File: config.mk
export PLATFORM = sky130hd
export DESIGN_NAME = interval_timer_channel
export DESIGN_NICKNAME = d
export VERILOG_FILES = /design/src/rtl/itc_pkg.sv /design/src/rtl/tmr_ctrl_decode.sv /design/src/rtl/tmr_countdown.sv /design/src/rtl/tmr_readout.sv /design/src/rtl/interval_timer_channel.sv
export SDC_FILE = /design/constraint.sdc
export NUM_CORES = 1
export LEC_CHECK = 0
export CORE_UTILIZATION = 55
export CTS_CLUSTER_SIZE = 12
export DETAILED_ROUTE_END_ITERATION = 10
export GPL_ROUTABILITY_DRIVEN = 0
export PLACE_DENSITY = 0.75
export SYNTH_ARGS = -nofsm -noshare
export SYNTH_HDL_FRONTEND = slang
export SYNTH_SLANG_ARGS = --single-unit
File: constraint.sdc
create_clock -name clk -period 4.5 [get_ports clk]
set_clock_uncertainty 0.1 [all_clocks]
set_input_delay 0.9 -clock clk [delete_from_list [all_inputs] [get_ports clk]]
set_output_delay 0.9 -clock clk [all_outputs]
set_load 0.005 [all_outputs]
File: src/rtl/itc_pkg.sv
package itc_pkg;

    typedef enum logic [2:0] {
        MODE_TERM   = 3'd0,
        MODE_RATE   = 3'd2,
        MODE_SQUARE = 3'd3
    } tmr_mode_e;

    typedef struct packed {
        logic [1:0] sel;
        logic [1:0] access;
        logic [2:0] mode;
        logic       bcd;
    } ctrl_word_t;

    localparam logic [1:0] SEL_READBACK = 2'b11;
    localparam logic [1:0] ACC_LATCH    = 2'b00;
    localparam logic [1:0] ACC_LOHI     = 2'b11;

endpackage

File: src/rtl/tmr_ctrl_decode.sv
module tmr_ctrl_decode
    import itc_pkg::*;
#(
    parameter int unsigned CHAN_ID = 0
) (
    input  logic       valid_i,
    input  logic [7:0] byte_i,
    output logic       do_latch_o,
    output logic       do_prog_o,
    output tmr_mode_e  prog_mode_o,
    output logic       bad_o
);
    localparam logic [1:0] MY_SEL = 2'(CHAN_ID);

    ctrl_word_t cw;
    logic       mode_ok;

    always_comb begin
        cw          = ctrl_word_t'(byte_i);
        mode_ok     = (cw.mode == 3'd0) || (cw.mode == 3'd2) || (cw.mode == 3'd3);
        prog_mode_o = tmr_mode_e'(cw.mode);
        do_latch_o  = 1'b0;
        do_prog_o   = 1'b0;
        bad_o       = 1'b0;
        if (valid_i) begin
            if (cw.sel == SEL_READBACK) begin
                bad_o = 1'b1;
            end else if (cw.sel == MY_SEL) begin
                if (cw.access == ACC_LATCH) begin
                    do_latch_o = 1'b1;
                end else if (cw.access != ACC_LOHI || cw.bcd || !mode_ok) begin
                    bad_o = 1'b1;
                end else begin
                    do_prog_o = 1'b1;
                end
            end
        end
    end

endmodule

File: src/rtl/tmr_countdown.sv
module tmr_countdown
    import itc_pkg::*;
#(
    parameter int unsigned DATA_W = 8
) (
    input  logic                  clk,
    input  logic                  rst_n,
    input  logic                  tick_i,
    input  logic                  prog_i,
    input  tmr_mode_e             prog_mode_i,
    input  logic                  wr_i,
    input  logic [DATA_W-1:0]     wr_byte_i,
    output logic [2*DATA_W-1:0]   cnt_o,
    output logic                  out_o
);
    localparam int unsigned CNT_W = 2 * DATA_W;
    localparam logic [CNT_W-1:0] ONE = CNT_W'(1);
    localparam logic [CNT_W-1:0] TWO = CNT_W'(2);

    typedef struct packed {
        logic [CNT_W-1:0] cnt;
        logic [CNT_W-1:0] period;
        tmr_mode_e        mode;
        logic             running;
        logic             out;
        logic             hi_next;
    } cd_state_t;

    cd_state_t st_d, st_q;

    always_comb begin
        st_d = st_q;
        if (prog_i) begin
            st_d.mode    = prog_mode_i;
            st_d.running = 1'b0;
            st_d.hi_next = 1'b0;
            st_d.out     = (prog_mode_i != MODE_TERM);
        end else if (wr_i) begin
            if (!st_q.hi_next) begin
                st_d.cnt[DATA_W-1:0] = wr_byte_i;
                st_d.running         = 1'b0;
                st_d.out             = 1'b0;
                st_d.hi_next         = 1'b1;
            end else begin
                st_d.cnt[CNT_W-1:DATA_W] = wr_byte_i;
                st_d.period  = {wr_byte_i, st_q.cnt[DATA_W-1:0]};
                st_d.running = ({wr_byte_i, st_q.cnt[DATA_W-1:0]} != '0);
                st_d.out     = (st_q.mode != MODE_TERM);
                st_d.hi_next = 1'b0;
            end
        end else if (tick_i && st_q.running) begin
            unique case (st_q.mode)
                MODE_TERM: begin
                    if (st_q.cnt == ONE) begin
                        st_d.cnt     = '0;
                        st_d.out     = 1'b1;
                        st_d.running = 1'b0;
                    end else begin
                        st_d.cnt = st_q.cnt - ONE;
                    end
                end
                MODE_RATE: begin
                    if (st_q.cnt == ONE) begin
                        st_d.cnt = st_q.period;
                        st_d.out = 1'b1;
                    end else if (st_q.cnt == TWO) begin
                        st_d.cnt = ONE;
                        st_d.out = 1'b0;
                    end else begin
                        st_d.cnt = st_q.cnt - ONE;
                    end
                end
                MODE_SQUARE: begin
                    if (st_q.cnt <= TWO) begin
                        st_d.cnt = st_q.period;
                        st_d.out = ~st_q.out;
                    end else begin
                        st_d.cnt = st_q.cnt - TWO;
                    end
                end
                default: st_d.running = 1'b0;
            endcase
        end
    end

    always_ff @(posedge clk or negedge rst_n) begin
        if (!rst_n) begin
            st_q <= '{cnt: '0, period: '0, mode: MODE_TERM,
                      running: 1'b0, out: 1'b0, hi_next: 1'b0};
        end else begin
            st_q <= st_d;
        end
    end

    assign cnt_o = st_q.cnt;
    assign out_o = st_q.out;

    assert_lo_write_out_low_R2: assert property (@(posedge clk) disable iff (!rst_n)
        (wr_i && !prog_i && !st_q.hi_next) |=> !out_o);

    assert_idle_count_frozen_R3: assert property (@(posedge clk) disable iff (!rst_n)
        (!st_q.running && !wr_i && !prog_i) |=> $stable(cnt_o));

    assert_term_out_holds_R4: assert property (@(posedge clk) disable iff (!rst_n)
        (st_q.mode == MODE_TERM && out_o && !wr_i && !prog_i) |=> out_o);

    assert_rate_low_one_tick_R5: assert property (@(posedge clk) disable iff (!rst_n)
        (st_q.mode == MODE_RATE && st_q.running && !out_o && tick_i && !wr_i && !prog_i)
        |=> out_o);

endmodule

File: src/rtl/tmr_readout.sv
module tmr_readout #(
    parameter int unsigned DATA_W = 8
) (
    input  logic                  clk,
    input  logic                  rst_n,
    input  logic                  prog_i,
    input  logic                  latch_i,
    input  logic                  rd_i,
    input  logic [2*DATA_W-1:0]   cnt_i,
    output logic [DATA_W-1:0]     rd_byte_o
);
    localparam int unsigned CNT_W = 2 * DATA_W;

    typedef struct packed {
        logic [CNT_W-1:0] snap;
        logic             pend;
        logic             rd_hi;
    } ro_state_t;

    ro_state_t st_d, st_q;
    logic [CNT_W-1:0] src;

    always_comb begin
        st_d = st_q;
        if (prog_i) begin
            st_d.pend  = 1'b0;
            st_d.rd_hi = 1'b0;
        end else if (latch_i) begin
            if (!st_q.pend) begin
                st_d.snap  = cnt_i;
                st_d.pend  = 1'b1;
                st_d.rd_hi = 1'b0;
            end
        end else if (rd_i) begin
            st_d.rd_hi = ~st_q.rd_hi;
            if (st_q.rd_hi && st_q.pend) begin
                st_d.pend = 1'b0;
            end
        end
    end

    always_ff @(posedge clk or negedge rst_n) begin
        if (!rst_n) begin
            st_q <= '{snap: '0, pend: 1'b0, rd_hi: 1'b0};
        end else begin
            st_q <= st_d;
        end
    end

    always_comb begin
        src       = st_q.pend ? st_q.snap : cnt_i;
        rd_byte_o = st_q.rd_hi ? src[CNT_W-1:DATA_W] : src[DATA_W-1:0];
    end

    assert_held_snap_kept_R7: assert property (@(posedge clk) disable iff (!rst_n)
        (latch_i && st_q.pend && !prog_i) |=> $stable(st_q.snap) && st_q.pend);

    assert_snap_release_R8: assert property (@(posedge clk) disable iff (!rst_n)
        (rd_i && !latch_i && !prog_i && st_q.pend && st_q.rd_hi) |=> !st_q.pend);

endmodule

File: src/rtl/interval_timer_channel.sv
module interval_timer_channel
    import itc_pkg::*;
#(
    parameter int unsigned DATA_W  = 8,
    parameter int unsigned CHAN_ID = 0
) (
    input  logic              clk,
    input  logic              rst_n,
    input  logic              tick_en,
    input  logic              wr_en,
    input  logic              rd_en,
    input  logic              port_sel,
    input  logic [DATA_W-1:0] wr_data,
    output logic [DATA_W-1:0] rd_data,
    output logic              timer_out,
    output logic              cfg_err
);
    localparam int unsigned CNT_W = 2 * DATA_W;

    logic             ctrl_wr, data_wr, data_rd;
    logic             do_latch, do_prog, bad;
    tmr_mode_e        prog_mode;
    logic [CNT_W-1:0] cnt;
    logic [DATA_W-1:0] rd_byte;
    logic             err_d, err_q;

    always_comb begin
        ctrl_wr = wr_en && port_sel;
        data_wr = wr_en && !port_sel;
        data_rd = rd_en && !port_sel;
    end

    tmr_ctrl_decode #(.CHAN_ID(CHAN_ID)) u_dec (
        .valid_i     (ctrl_wr),
        .byte_i      (wr_data[7:0]),
        .do_latch_o  (do_latch),
        .do_prog_o   (do_prog),
        .prog_mode_o (prog_mode),
        .bad_o       (bad)
    );

    tmr_countdown #(.DATA_W(DATA_W)) u_cd (
        .clk         (clk),
        .rst_n       (rst_n),
        .tick_i      (tick_en),
        .prog_i      (do_prog),
        .prog_mode_i (prog_mode),
        .wr_i        (data_wr),
        .wr_byte_i   (wr_data),
        .cnt_o       (cnt),
        .out_o       (timer_out)
    );

    tmr_readout #(.DATA_W(DATA_W)) u_ro (
        .clk       (clk),
        .rst_n     (rst_n),
        .prog_i    (do_prog),
        .latch_i   (do_latch),
        .rd_i      (data_rd),
        .cnt_i     (cnt),
        .rd_byte_o (rd_byte)
    );

    always_comb begin
        err_d   = bad;
        rd_data = port_sel ? '0 : rd_byte;
    end

    always_ff @(posedge clk or negedge rst_n) begin
        if (!rst_n) err_q <= 1'b0;
        else        err_q <= err_d;
    end

    assign cfg_err = err_q;

    assert_decode_exclusive_R9: assert property (@(posedge clk) disable iff (!rst_n)
        $onehot0({do_latch, do_prog, bad}));

    assert_err_single_pulse_R9: assert property (@(posedge clk) disable iff (!rst_n)
        (cfg_err && !ctrl_wr) |=> !cfg_err);

    assert_foreign_quiet_R10: assert property (@(posedge clk) disable iff (!rst_n)
        (ctrl_wr && wr_data[7:6] != 2'(CHAN_ID) && wr_data[7:6] != 2'b11)
        |=> !cfg_err && $stable(timer_out));

endmodule

==> impl_metrics.tcl <==
set metrics [dict create \
    yosys_warnings 0 \
    io_buffers 23 \
    clk_pin_slew_worst_paths_ns 0.06 \
    final_common_cell "dfrtp_1" \
    cp-start-kind "primary input" \
    reg2reg_depth 6 \
    num-fill-cells 512 \
    place_area_um2 3880 \
    clk_latency_ns 0.35 \
    worst_slew_pin_slew_ns 1.10 \
    cts_setup_buffers 0 \
    crit_start "port_sel" \
    holdWs_ns 0.389 \
    maxCapViolations 0 \
    synth_flop_cell "dfrtp_1" \
    cts.sink_count 57 \
    syn_area_per_cell_um2 9.79 \
    num_vias 3121 \
    grt_util_all_layers 0.296 \
    fp.dieW_um 83.2 \
    viasPerCell 6.68 \
    area_delta_synth_final_pct 12.6 \
    synth_cell_type_count 57 \
    synth_area_um2 3620 \
    start_util 0.570 \
    drt-initial-drc-count 306 \
    yosys_register_bits 57 \
    hold_end "u_cd.st_q[7]" \
    slew_viol_final 0 \
    ctsRootBufferMaster "clkbuf_8" \
    required_ns 4.61 \
    dp_hpwl_mm 6.80 \
    finalWirelength_mm 9.64 \
    utilization 0.643 \
    ir_worst_vdd_v 0.000310 \
    status "completed" \
    hold_violations 0 \
    hold_depth 2 \
    post_drt_wl_per_cell_um 20.6 \
    cp.arrival_ns 3.59 \
    cp-end-kind "register" \
    setup_tns_ns 0 \
    grt_pass1_vias 3105 \
    cts_buffers 9 \
    synth_mux_area_frac 0.142 \
    power_mw 2.20 \
    rsz0062_at_grt "no" \
    fin_cells 467 \
    syn_nets 389 \
    setup_slack_ns 1.01 \
    hold_class "register to register" \
    hold_path.startpoint "u_cd.st_q[7]" \
    drt.antenna.violating_nets 0 \
    nets 405 \
    antenna_found_initial 0 \
    cts_hold_buf 0 \
    final_cell_mix "dfrtp_1, nand2_1, nor2_1, mux2_2, o21ai_0" \
    grt_pass1_wl_mm 15.9 \
    ys_top_cells_by_area "dfrtp_1, mux2_2, mux4_2" \
    synth_fa_ha_area_frac 0.0173 \
    rows 29 \
    drive_gt1_frac 0.179 \
    slowest_stage "clkdlybuf4s50_1" \
    grt_max_degree 34 \
    cts.path.max_buffers 2 \
    cts_tree "yes" \
    diodes 0 \
    cpPeakStageDelay_ns 0.76 \
    die_y_um 83.2 \
    reg2reg_slack_ns 1.34 \
    dr.pass1.iters 6 \
    design.portCount 24 \
    fin_area_um2 4080 \
    path_class "primary input to register" \
    synthSimpleGateAreaFrac 0.191 \
    ys_seq_area_frac 0.394 \
    grt-ovfl-total 0 \
    die_area_um2 6910 \
    r2r-end "u_cd.cnt_o[1]" \
    synth_cells 370 \
    synth_xor_area_frac 0.0484 \
    numPlacedInstances 452 \
    synth_top_family_by_area "simple AND/OR/NAND/NOR gates" \
    cts-resized-gates 0 \
    htreeDepth 3 \
    synth_top_cell_by_area "dfrtp_1" \
    pre_cts_slack_ns 0.791 \
    post-route-period-util 0.775 \
    synth-edff-count 0 \
    fin_crit_ns 3.49 \
    synth_top_area_share 0.394 \
    setup_viol 0 \
    maxClockFrequency_ghz 0.287 \
    leakage_nw 1.61 \
    power.density_nw_per_um2 539 \
    worstPathCellList "clkdlybuf4s50_1 -> nor2b_1 -> buf_4 -> a2111oi_0 -> buf_4 -> o21a_1 -> o21ai_0 -> a22oi_1 -> o21ai_0" \
    r2r-start "u_cd.cnt_o[6]" \
    core-area_um2 6350 \
    post-route-drc-count 0 \
    crit_fanout 16 \
    slew_headroom 0.264 \
    synth_compound_area_frac 0.165 \
    async_flop_share 1.00 \
]
-- critical path: cells and delay by family --
family / cells / cell delay, ns
AOI/OAI and AO/OA: 5 / 1.42
buffers and inverters: 3 / 1.17
and+or+nand+nor: 1 / 0.09
-- report_power, final --
part           total (mW)  internal (mW)  switching [mW]
combinational       0.728          0.403           0.325
clock               0.489          0.281           0.208
sequential          0.980          0.695           0.285
total                2.20           1.38           0.818
-- cell usage after synthesis, drive strengths merged (10+ instances only) --
| cell | number |
|---|---|
| dfrtp | 57 |
| nand2 | 35 |
| nor2 | 29 |
| mux2 | 28 |
| o21ai | 27 |
| clkbuf | 15 |
| a21oi | 12 |
| inv | 11 |
| nor2b | 11 |
| nor3 | 11 |
| buf | 10 |
| nand2b | 10 |
| xnor2 | 10 |
| xor2 | 10 |
-- metal layers --
layer	track usage	wire length, um
met1	0.393	4010
met2	0.458	4450
met3	0.0616	799
met4	0.154	374
met5	0	0
-- state kept, by name (all words and copies together) (netlist names) --
name / cells
u_cd.cnt_o: 16
u_ro.st_q: 18
cfg_err: 1
u_cd.out_o: 1
u_cd.st_q: 21
-- cells by family after synthesis --
| family | count (synthesis) |
|---|---|
| AO/OA/AOI/OAI | 84 |
| flip-flops | 57 |
| XOR/XNOR | 20 |
| adder cells (fa/ha/maj) | 5 |
| AND/OR/NAND/NOR | 130 |
| buffers and inverters | 36 |
| multiplexers | 38 |
-- how the worst max path moves through the flow --
stage                     cells after the start        endpoint
after CTS                                     9   u_cd.cnt_o[9]
after floorplan                               6  u_cd.cnt_o[15]
after global placement                        9   u_cd.cnt_o[7]
final                                         9   u_cd.cnt_o[9]
after detailed placement                      9   u_cd.cnt_o[9]
after global routing                          9   u_cd.cnt_o[9]
-- layout make-up --
type | count | area (um^2) | share of cell area
Multi-Input combinational cell | 277 | 2040 | 0.501
Sequential cell | 57 | 1430 | 0.350
Timing Repair Buffer | 30 | 278 | 0.0681
Clock buffer | 12 | 155 | 0.0380
Tap cell | 77 | 96.3 | 0.0236
Inverter | 11 | 41.3 | 0.0101
Clock inverter | 3 | 40.0 | 0.00981
Note: power is estimated with default switching activity, not from simulation.
